<file path="src/rtl/atapi_tf_pkg.sv">
// Shared constants and types for the ATAPI task-file controller.
// Assumes a single device per port; all encodings are fixed by the host protocol.
package atapi_tf_pkg;

    typedef enum logic [1:0] {
        ST_IDLE = 2'd0,
        ST_CMDW = 2'd1,
        ST_BUSY = 2'd2
    } tf_state_e;

    // Register select codes
    localparam logic [2:0] SEL_ERRFEAT = 3'd0;
    localparam logic [2:0] SEL_COUNT   = 3'd1;
    localparam logic [2:0] SEL_BC_LO   = 3'd2;
    localparam logic [2:0] SEL_BC_MID  = 3'd3;
    localparam logic [2:0] SEL_BC_HI   = 3'd4;
    localparam logic [2:0] SEL_DEVICE  = 3'd5;
    localparam logic [2:0] SEL_STATCMD = 3'd6;
    localparam logic [2:0] SEL_ALTCTRL = 3'd7;

    // Command codes
    localparam logic [7:0] OP_RESET   = 8'h08;
    localparam logic [7:0] OP_PACKET  = 8'hA0;
    localparam logic [7:0] OP_SETFEAT = 8'hEF;

    localparam logic [7:0] FEAT_XFER_MODE = 8'h03;

    // Status bits
    localparam logic [7:0] ST_BSY  = 8'h80;
    localparam logic [7:0] ST_DRDY = 8'h40;
    localparam logic [7:0] ST_SERV = 8'h10;
    localparam logic [7:0] ST_DRQ  = 8'h08;
    localparam logic [7:0] ST_CHK  = 8'h01;

    // Reset signature
    localparam logic [7:0] RST_ERROR  = 8'h01;
    localparam logic [7:0] RST_COUNT  = 8'h01;
    localparam logic [7:0] RST_BC_LO  = 8'h81;
    localparam logic [7:0] RST_BC_MID = 8'h14;
    localparam logic [7:0] RST_BC_HI  = 8'hEB;
    localparam logic [7:0] RST_STATUS = 8'h50;

    localparam logic [7:0] CNT_CMD_PHASE = 8'h01;
    localparam logic [7:0] STATUS_FAULT  = 8'h51;

endpackage

</file>
<file path="src/rtl/atapi_irq_ctrl.sv">
// Interrupt request holder.
// Keeps a pending flag that is set by raise events and cleared by clear events
// (raise wins a tie). The line is the flag gated by the mask bit, so a change of
// the mask takes effect on the line in the same cycle.
module atapi_irq_ctrl (
    input  logic clk,
    input  logic rst_n,
    input  logic raise,
    input  logic clr,
    input  logic mask,
    output logic pending,
    output logic irq
);

    logic pend_q;

    // Pending flag: raise has priority over clear
    always_ff @(posedge clk) begin
        if (!rst_n)
            pend_q <= 1'b0;
        else if (raise)
            pend_q <= 1'b1;
        else if (clr)
            pend_q <= 1'b0;
    end

    assign pending = pend_q;
    assign irq     = pend_q & ~mask;


    pend_src_chk: assert property (@(posedge clk) disable iff (!rst_n)
        $rose(pend_q) |-> $past(raise));


    pend_clr_chk: assert property (@(posedge clk) disable iff (!rst_n)
        (clr && !raise) |=> !pend_q);

endmodule

</file>
<file path="src/rtl/atapi_pkt_collector.sv">
// Command packet collector.
// Gathers PKT_BYTES of packet as data words of WORD_W bits, written in order.
// 'start' rewinds the word index. 'done' pulses with the write that fills the last slot.
// Assumes PKT_BYTES*8 is a multiple of WORD_W.
module atapi_pkt_collector #(
    parameter int PKT_BYTES = 12,
    parameter int WORD_W    = 16
) (
    input  logic                   clk,
    input  logic                   rst_n,
    input  logic                   start,
    input  logic                   wr_en,
    input  logic [WORD_W-1:0]      wdata,
    output logic                   done,
    output logic [PKT_BYTES*8-1:0] pkt_data
);

    localparam int NWORDS = (PKT_BYTES * 8) / WORD_W;
    localparam int IDX_W  = (NWORDS > 1) ? $clog2(NWORDS) : 1;
    localparam logic [IDX_W-1:0] LAST = IDX_W'(NWORDS - 1);

    logic [IDX_W-1:0] idx_q;

    // Word index: rewinds on start, wraps after the last slot
    always_ff @(posedge clk) begin
        if (!rst_n || start)
            idx_q <= '0;
        else if (wr_en)
            idx_q <= (idx_q == LAST) ? '0 : idx_q + 1'b1;
    end

    genvar w;
    generate
        for (w = 0; w < NWORDS; w++) begin : g_slot
            logic [WORD_W-1:0] word_q;
            // Slot storage: captures the write aimed at this slot
            always_ff @(posedge clk) begin
                if (!rst_n)
                    word_q <= '0;
                else if (wr_en && idx_q == IDX_W'(w))
                    word_q <= wdata;
            end
            assign pkt_data[w*WORD_W +: WORD_W] = word_q;
        end
    endgenerate

    assign done = wr_en && (idx_q == LAST);


    idx_step_chk: assert property (@(posedge clk) disable iff (!rst_n)
        (wr_en && !start && idx_q != LAST) |=> idx_q == IDX_W'($past(idx_q) + 1'b1));

endmodule

</file>
<file path="src/rtl/atapi_sense_store.sv">
// Sense record holder.
// Ten bytes by default. On a result load, byte HEAD_IDX gets the fixed header code,
// LO_IDX the low result byte and HI_IDX the high result byte; the rest is kept.
// 'clear' zeroes the whole record.
module atapi_sense_store #(
    parameter int SENSE_BYTES = 10,
    parameter int HEAD_IDX    = 0,
    parameter int LO_IDX      = 2,
    parameter int HI_IDX      = 8,
    parameter logic [7:0] HEAD_CODE = 8'hF0
) (
    input  logic                     clk,
    input  logic                     rst_n,
    input  logic                     clear,
    input  logic                     load,
    input  logic [15:0]              result,
    output logic [SENSE_BYTES*8-1:0] sense
);

    genvar i;
    generate
        for (i = 0; i < SENSE_BYTES; i++) begin : g_byte
            logic [7:0] b_q;
            logic [7:0] load_val;
            if (i == HEAD_IDX) begin : g_head
                assign load_val = HEAD_CODE;
            end else if (i == LO_IDX) begin : g_lo
                assign load_val = result[7:0];
            end else if (i == HI_IDX) begin : g_hi
                assign load_val = result[15:8];
            end else begin : g_keep
                assign load_val = b_q;
            end
            // Byte register: cleared on reset or clear, reloaded on a result
            always_ff @(posedge clk) begin
                if (!rst_n || clear)
                    b_q <= 8'h00;
                else if (load)
                    b_q <= load_val;
            end
            assign sense[i*8 +: 8] = b_q;
        end
    endgenerate


    sense_head_chk: assert property (@(posedge clk) disable iff (!rst_n)
        (load && !clear) |=> sense[HEAD_IDX*8 +: 8] == HEAD_CODE);

endmodule

</file>
<file path="src/rtl/atapi_taskfile.sv">
// ATAPI device task-file controller (top).
// Holds the host-visible registers and the command state machine. It collects the
// command packet, hands it to a decoder by valid/ready, and applies the decoder's
// result word. Assumes one register access per cycle. A result in the same cycle as
// a command write takes priority for status and error.
module atapi_taskfile
    import atapi_tf_pkg::*;
#(
    parameter int PKT_BYTES   = 12,
    parameter int SENSE_BYTES = 10
) (
    input  logic                     clk,
    input  logic                     rst_n,
    input  logic [2:0]               reg_sel,
    input  logic                     reg_wr,
    input  logic                     reg_rd,
    input  logic [7:0]               reg_wdata,
    output logic [7:0]               reg_rdata,
    input  logic                     data_wr,
    input  logic [15:0]              data_wdata,
    output logic                     pkt_valid,
    input  logic                     pkt_ready,
    output logic [PKT_BYTES*8-1:0]   pkt_data,
    input  logic                     res_valid,
    input  logic [15:0]              res_word,
    output logic [SENSE_BYTES*8-1:0] sense_data,
    output logic [4:0]               xfer_class,
    output logic [2:0]               xfer_num,
    output logic                     irq
);

    tf_state_e  state_q;
    logic [7:0] err_q, cnt_q, bc_lo_q, bc_mid_q, bc_hi_q, feat_q, dev_q, stat_q, ctrl_q;
    logic       pkt_valid_q;
    logic [4:0] xcls_q;
    logic [2:0] xnum_q;

    logic cmd_wr, cmd_reset, cmd_packet, cmd_setf;
    logic stat_rd, col_wr, col_done, irq_raise, irq_clr, irq_pend;
    logic res_fault;

    assign cmd_wr     = reg_wr && (reg_sel == SEL_STATCMD);
    assign cmd_reset  = cmd_wr && (reg_wdata == OP_RESET);
    assign cmd_packet = cmd_wr && (reg_wdata == OP_PACKET);
    assign cmd_setf   = cmd_wr && (reg_wdata == OP_SETFEAT);
    assign stat_rd    = reg_rd && (reg_sel == SEL_STATCMD);
    assign col_wr     = data_wr && (state_q == ST_CMDW);
    assign res_fault  = res_valid && (res_word != 16'h0000);

    assign irq_raise = cmd_setf || res_fault;
    assign irq_clr   = cmd_wr || (stat_rd && ((stat_q & ST_BSY) == 8'h00));

    atapi_pkt_collector #(
        .PKT_BYTES (PKT_BYTES),
        .WORD_W    (16)
    ) u_collect (
        .clk      (clk),
        .rst_n    (rst_n),
        .start    (cmd_packet),
        .wr_en    (col_wr),
        .wdata    (data_wdata),
        .done     (col_done),
        .pkt_data (pkt_data)
    );

    atapi_sense_store #(
        .SENSE_BYTES (SENSE_BYTES)
    ) u_sense (
        .clk    (clk),
        .rst_n  (rst_n),
        .clear  (cmd_reset),
        .load   (res_valid),
        .result (res_word),
        .sense  (sense_data)
    );

    atapi_irq_ctrl u_irq (
        .clk     (clk),
        .rst_n   (rst_n),
        .raise   (irq_raise),
        .clr     (irq_clr),
        .mask    (ctrl_q[1]),
        .pending (irq_pend),
        .irq     (irq)
    );

    // Control register: host write only, survives the reset command
    always_ff @(posedge clk) begin
        if (!rst_n)
            ctrl_q <= 8'h00;
        else if (reg_wr && reg_sel == SEL_ALTCTRL)
            ctrl_q <= reg_wdata;
    end

    // Transfer-mode latch: set-feature with the transfer-mode subcode
    always_ff @(posedge clk) begin
        if (!rst_n || cmd_reset) begin
            xcls_q <= 5'd0;
            xnum_q <= 3'd0;
        end else if (cmd_setf && feat_q == FEAT_XFER_MODE) begin
            xcls_q <= cnt_q[7:3];
            xnum_q <= cnt_q[2:0];
        end
    end

    // Task-file registers and command state machine
    always_ff @(posedge clk) begin
        if (!rst_n || cmd_reset) begin
            state_q     <= ST_IDLE;
            err_q       <= RST_ERROR;
            cnt_q       <= RST_COUNT;
            bc_lo_q     <= RST_BC_LO;
            bc_mid_q    <= RST_BC_MID;
            bc_hi_q     <= RST_BC_HI;
            feat_q      <= 8'h00;
            dev_q       <= 8'h00;
            stat_q      <= RST_STATUS;
            pkt_valid_q <= 1'b0;
        end else begin
            // plain register writes
            if (reg_wr) begin
                case (reg_sel)
                    SEL_ERRFEAT: feat_q   <= reg_wdata;
                    SEL_COUNT:   cnt_q    <= reg_wdata;
                    SEL_BC_LO:   bc_lo_q  <= reg_wdata;
                    SEL_BC_MID:  bc_mid_q <= reg_wdata;
                    SEL_BC_HI:   bc_hi_q  <= reg_wdata;
                    SEL_DEVICE:  dev_q    <= reg_wdata;
                    default: ;
                endcase
            end
            // decoder handshake
            if (pkt_valid_q && pkt_ready)
                pkt_valid_q <= 1'b0;
            // packet complete
            if (col_done) begin
                state_q     <= ST_BUSY;
                stat_q      <= (stat_q & ~ST_DRQ) | ST_BSY;
                pkt_valid_q <= 1'b1;
            end
            // command handling, then the common status update
            if (cmd_wr) begin
                if (cmd_packet) begin
                    state_q <= ST_CMDW;
                    err_q   <= {6'd0, feat_q[1:0]};
                    cnt_q   <= CNT_CMD_PHASE;
                    stat_q  <= (ST_DRDY | ST_DRQ | ST_DRDY | ST_SERV) & ~ST_CHK;
                end else begin
                    stat_q  <= (stat_q | ST_DRDY | ST_SERV) & ~ST_CHK;
                end
            end
            // decoder result
            if (res_valid) begin
                state_q <= ST_IDLE;
                err_q   <= {res_word[3:0], 4'h0};
                if (res_fault)
                    stat_q <= STATUS_FAULT;
                else
                    stat_q <= stat_q & ~(ST_BSY | ST_CHK);
            end
        end
    end

    // Register read mux
    always_comb begin
        case (reg_sel)
            SEL_ERRFEAT: reg_rdata = err_q;
            SEL_COUNT:   reg_rdata = cnt_q;
            SEL_BC_LO:   reg_rdata = bc_lo_q;
            SEL_BC_MID:  reg_rdata = bc_mid_q;
            SEL_BC_HI:   reg_rdata = bc_hi_q;
            SEL_DEVICE:  reg_rdata = dev_q;
            default:     reg_rdata = stat_q;
        endcase
    end

    assign pkt_valid  = pkt_valid_q;
    assign xfer_class = xcls_q;
    assign xfer_num   = xnum_q;


    pkt_busy_chk: assert property (@(posedge clk) disable iff (!rst_n)
        $rose(pkt_valid_q) |-> (stat_q & ST_BSY) != 8'h00);


    pkt_hold_chk: assert property (@(posedge clk) disable iff (!rst_n)
        (pkt_valid_q && !pkt_ready && !cmd_reset) |=> pkt_valid_q);


    fault_stat_chk: assert property (@(posedge clk) disable iff (!rst_n)
        (res_fault && !cmd_reset) |=> (stat_q == STATUS_FAULT && irq_pend));


    pkt_cmd_chk: assert property (@(posedge clk) disable iff (!rst_n)
        (cmd_packet && !res_valid && !data_wr) |=> (stat_q == 8'h58 && state_q == ST_CMDW));

endmodule

</file>
<file path="config.mk">
export PLATFORM = sky130hd
export DESIGN_NAME = atapi_taskfile
export DESIGN_NICKNAME = d
export VERILOG_FILES = /design/src/rtl/atapi_tf_pkg.sv /design/src/rtl/atapi_irq_ctrl.sv /design/src/rtl/atapi_pkt_collector.sv /design/src/rtl/atapi_sense_store.sv /design/src/rtl/atapi_taskfile.sv
export SDC_FILE = /design/constraint.sdc
export NUM_CORES = 1
export LEC_CHECK = 0
export ABC_AREA = 1
export CORE_ASPECT_RATIO = 1.2
export CORE_UTILIZATION = 35
export CTS_CLUSTER_DIAMETER = 200
export DETAILED_ROUTE_END_ITERATION = 10
export PLACE_DENSITY = 0.68
export REMOVE_ABC_BUFFERS = 1
export SYNTH_ARGS = -nofsm -noshare
export SYNTH_HDL_FRONTEND = slang
export SYNTH_SLANG_ARGS = --single-unit
</file>
<file path="constraint.sdc">
create_clock -name clk -period 1.8 [get_ports clk]
set_input_delay 0.45 -clock clk [delete_from_list [all_inputs] [get_ports clk]]
set_output_delay 0.45 -clock clk [all_outputs]
set_load 0.01 [all_outputs]
</file>
Word-level counts from Yosys, hierarchy flattened. Cells that the tools add are included. Widths: inputs -> output; s select.

Add/sub/neg operators: 1. Equality and inequality tests: 19. Multiplexer cells: 21. Bitwise gates (word level): 2. Reductions and logical operators: 43.

Operators by type and width (count): $mux 8 (11); $pmux 8 s6 (1); $eq 3x3->1 const B (6); $reduce_and 2->1 (9); $logic_and 1x1->1 (17); $eq 8x8->1 const B (2); $reduce_bool 16->1 (1); $eq 3x2->1 const B (4); $eq 8x2->1 const B (1); $eq 8x4->1 const B (1); $logic_not 8->1 (1); $reduce_bool 2->1 (4); $mux 7 (1); $eq 3x1->1 const B (2); $logic_not 3->1 (2); $mux 2 (3); $reduce_and 3->1 (2); $logic_or 1x1->1 (4); $mux 1 (4); $add 3x1->3 const B (1); $mux 3 (1); $ne 3x2->1 const B (1); $reduce_bool 3->1 (1); $eq 2x1->1 const B (1); other kinds (5) (5).

Register bits after elaboration: 192. Output and inout bits: 194.

Depth between registers and ports, before layout.
Depth after elaboration: 6. Mapped depth: 10. Gate-level depth less buffers: 9.

Hierarchy. From an unflattened synthesis, not the netlist that was laid out.

Cell total of the unflattened synthesis: 1169. Area total of the unflattened synthesis: 8341.8 um^2.

Modules (own cells, without submodules): atapi_pkt_collector (instances 1, cells an instance 549, area an instance 3901.2 um^2); atapi_taskfile (instances 1, cells an instance 474, area an instance 3260.6 um^2); atapi_sense_store (instances 1, cells an instance 138, area an instance 1128.6 um^2); atapi_irq_ctrl (instances 1, cells an instance 8, area an instance 51.3 um^2).

Worst setup path after synthesis. OpenSTA, ideal clock, no wires.

Path type: input-to-output. Start point: input reg_sel[0]. End point: output reg_rdata[3]. Arrival: 1200 ps. Required time: 1350 ps. Setup slack: 150 ps. Cell stages on the path: 8. Path buffers: 1. Cells stage by stage: inv_2 nand2_2 inv_1 nand2_1 inv_1 buf_4 a22oi_1 o2111ai_1.

Word-level cells in the longest chain between the ends: 2. Elaborated cells between the ends (all ways): 7. Classes of those cells: eq/ne (5); mux (1); reduce/logical (1).

RTL lines: from (decl) (line atapi_taskfile.sv:14) `input logic [2:0] reg_sel,`; $eq 3x3->1, or another cell as far along (line atapi_taskfile.sv:166) `case (reg_sel)`; $pmux 8 s6 * (line atapi_taskfile.sv:166); to (decl) (line atapi_taskfile.sv:18) `output logic [7:0] reg_rdata,`.

Mark *: on every way between the ends. The rest lies on a longest branch, timed or not.

Final worst setup path.
Start point: input reg_sel[2]. End point: output reg_rdata[5].

Same word-level chain as after synthesis.

==> results.yml <==
synthesis:
  synth_area_leader_cell: "dfxtp_1"
  yosysWarnings: 0
  synthAdderAreaFrac_pct: 0.1601
  synth-seq-cells: 187
  synthTopCellsByArea: "dfxtp_1, nor2_1, nand2_1"
  synth_compound_area_share_pct: 13.73
  synth_top_family_by_area: "simple AND/OR/NAND/NOR gates"
  synthMuxAreaShare_pct: 0
  synth_simple_gate_area_share_pct: 25.76
  syn_area_per_cell_um2: 7.611
  syn_area_um2: 7816
  seq_area_frac_synth_pct: 47.89
  synth.top_cell.area_share_pct: 47.89
  synth_cells: 1027
  yosys.cell_types.count: 35
  synth_xor_area_share_pct: 0
timing:
  drv_slew: 0
  fmax_ghz: 0.5491
  rsz0062_at_grt: "true"
  finClkSkew_ps: 9.282
  timing.final.crit_period_ps: 1821
  setup_viol: 1
  fin_crit_sh_pct: 101.2
  hold_violations: 0
  fin_ws_ps: -21.09
critical_path:
  end_kind: "output pin"
  crit_chain: "buf_6 > inv_4 > buf_4 > nand2_1 > inv_2 > a22o_1 > inv_1 > nand4_1 > buf_2"
  critPathArrivalTime_ps: 1370
  crit_type: "in -> out"
  crit_fanout: 4
  cpPeakStageDelay_ps: 210
  cp_slowest_cell: "a22o_1"
  start_kind: "input port"
  crit_buf_inv: 6
  crit_required_ps: 1350
  crit_cells: 9
  reg2regPathDepth: 7
  cp_top_family: "buffers and inverters"
cells_and_area:
  final_cell_mix: "nor2_1, dfxtp_1, nand2_1"
  final_common_cell: "nor2_1"
  nFillCells: 2146
  drive_above_1_share_pct: 14.53
  antenna_cells: 0
  finalNonFillerCells: 1547
  fin_nets: 1312
  syn_to_final_growth_pct: 38.93
  fin_util_pct: 49.86
floorplanning:
  die-width_um: 138.4
  initial_core_util_pct: 35.89
  io_pins: 244
  die_h_um: 165.7
  placement_rows: 59
  die_area_um2: 22940
  core_area_um2: 21780
global_route:
  grt_usage_pct: 20.31
  grt_pass1_wl_mm: 36.47
  grt_overflow_total: 0
  first_global_vias: 6633
  grt_max_degree: 81
  antenna_found_initial: 0
placed_design:
  port_buffers: 183
  gp_congestion: 0.9190
  dp.cells: 1507
  pre_cts_ws_ps: -1076
  hpwl_mm: 17.59
clocking:
  numCtsBuffers: 17
  cts_tree: "yes"
  clock_latency_ps: 420
  clock_sinks: 187
  cts-root-buf: "clkbuf_16"
  htreeDepth: 4
  cts_hold_buf: 0
  clockBufferDepth: 2
  clkTransAtPathRegs_ps: 70
power_and_ir_drop:
  power.density_nw_per_um2: 812.7
  p_leak_nw: 4.821
  peakVddDrop_mv: 0.6641
status:
  status: "complete, but fails checks"
  violations: "DRC, setup timing"
detailed_routing:
  vias: 7332
  drc: 54
  routed_wl_mm: 23.51
  routedWlPerCell_um: 15.20
  dr.pass1.iters: 9
  drtAntennaViolNets: 0
  drtIter0Drc: 567
  viasPerCell: 4.739
hold_path:
  hold_class: "in -> reg"
  whs_path_depth: 3
run:
  cap_violations: 0
[layout make-up]
class	instances	area, µm²	share of cell area [%]
clock buffer	19	452.9	4.171
clock inverter	12	136.4	1.256
inverter	50	214.0	1.970
multi-input combinational	735	3403	31.34
sequential	187	3747	34.51
tap	274	342.8	3.157
timing repair buffer	270	2562	23.60
[worst min-delay path, stage by stage]
cell and delay, ps:
buf_6 120, nand4_1 90, a21oi_1 60
[registers in the layout (all words and copies together), names as in the netlist, 2 cells and up]
register,flops
xfer_class,5
u_sense.g_byte.b_q,17
xfer_num,3
state_q,2
bc_hi_q,8
dev_q,8
bc_lo_q,8
feat_q,8
stat_q,4
err_q,6
u_collect.idx_q,3
cnt_q,8
u_collect.g_slot.word_q,96
bc_mid_q,8
[path summary, 6_finish.rpt]
| path | from | end | slack (ps) |
|---|---|---|---|
| worst max-delay path | reg_sel[2] | reg_rdata[5] | -20 |
| worst min-delay path | reg_sel[1] | ctrl_q[1]$_SDFFE_PN0P_ | 350 |
| worst max register to register | state_q[1]$_SDFF_PP0_ | u_collect.g_slot[0].word_q[8]$_SDFFE_PN0P_ | 370 |
| worst min register to register | u_sense.g_byte[2].b_q[1]$_SDFFE_PP0P_ | u_sense.g_byte[2].b_q[1]$_SDFFE_PP0P_ | 460 |
[per-layer routing]
layer	track usage (%)	routed length (µm)	up-vias
li1	-	-	3697
met5	0	0	-
met1	24.85	10000	3360
met4	10.16	875	0
met3	3.672	1308	42
met2	34.21	11320	233
[power by group]
group	switching, mW	internal, mW	total [mW]	leakage (nW)
sequential	0.0429	4.19	4.24	1.51
clock	1.65	2.13	3.79	0.294
combinational	0.470	0.331	0.801	3.01
[cells in the mapped netlist]
cell type / instances
nor2_1: 207
dfxtp_1: 187
nand2_1: 173
o21ai_0: 94
a21oi_1: 84
buf_4: 70
nand3_1: 61
inv_1: 36
clkbuf_1: 21
buf_2: 14
inv_2: 11
nand4_1: 10
o211ai_1: 10
buf_6: 9
a22oi_1: 4
nand2_2: 4
nand3_2: 4
nand4_4: 4
o21ai_1: 4
a22o_1: 2
nor2_2: 2
nor2_4: 2
o2111ai_1: 2
a211oi_1: 1
a31oi_1: 1
clkinv_1: 1
clkinv_2: 1
clkinv_4: 1
conb_1: 1
ha_1: 1
nand2_4: 1
nand3b_1: 1
nor3_1: 1
nor3_2: 1
o2bb2ai_1: 1
[kinds of logic (layout without fill, tap and decap cells)]
group           after synthesis  in the layout
compound gates              203            203
fa+ha+maj                     1              1
other cells                   1             60
buf+inv                     164            351
flops                       187            187
simple gates                471            471
[stage by stage]
stage	hold WS (ps)	total power, mW	area, µm²	setup TNS, ps
2_1_floorplan	415.5	4.608	7262	-2333
3_3_place_gp	447.7	5.107	10070	-49910
3_5_place_dp	451.2	5.109	10070	-52530
4_1_cts	337.6	8.885	10730	-38.49
5_1_grt	356.0	9.133	10860	-343.7
6_report	352.3	8.825	10860	-21.09
[repair_timing]
action	CTS	global route
gates cloned	0	0
buffers inserted	7	2
endpoints found under the setup margin	27	36
gates resized for setup	86	44
pin swaps	7	3
Power figures use the tool's default switching activity.
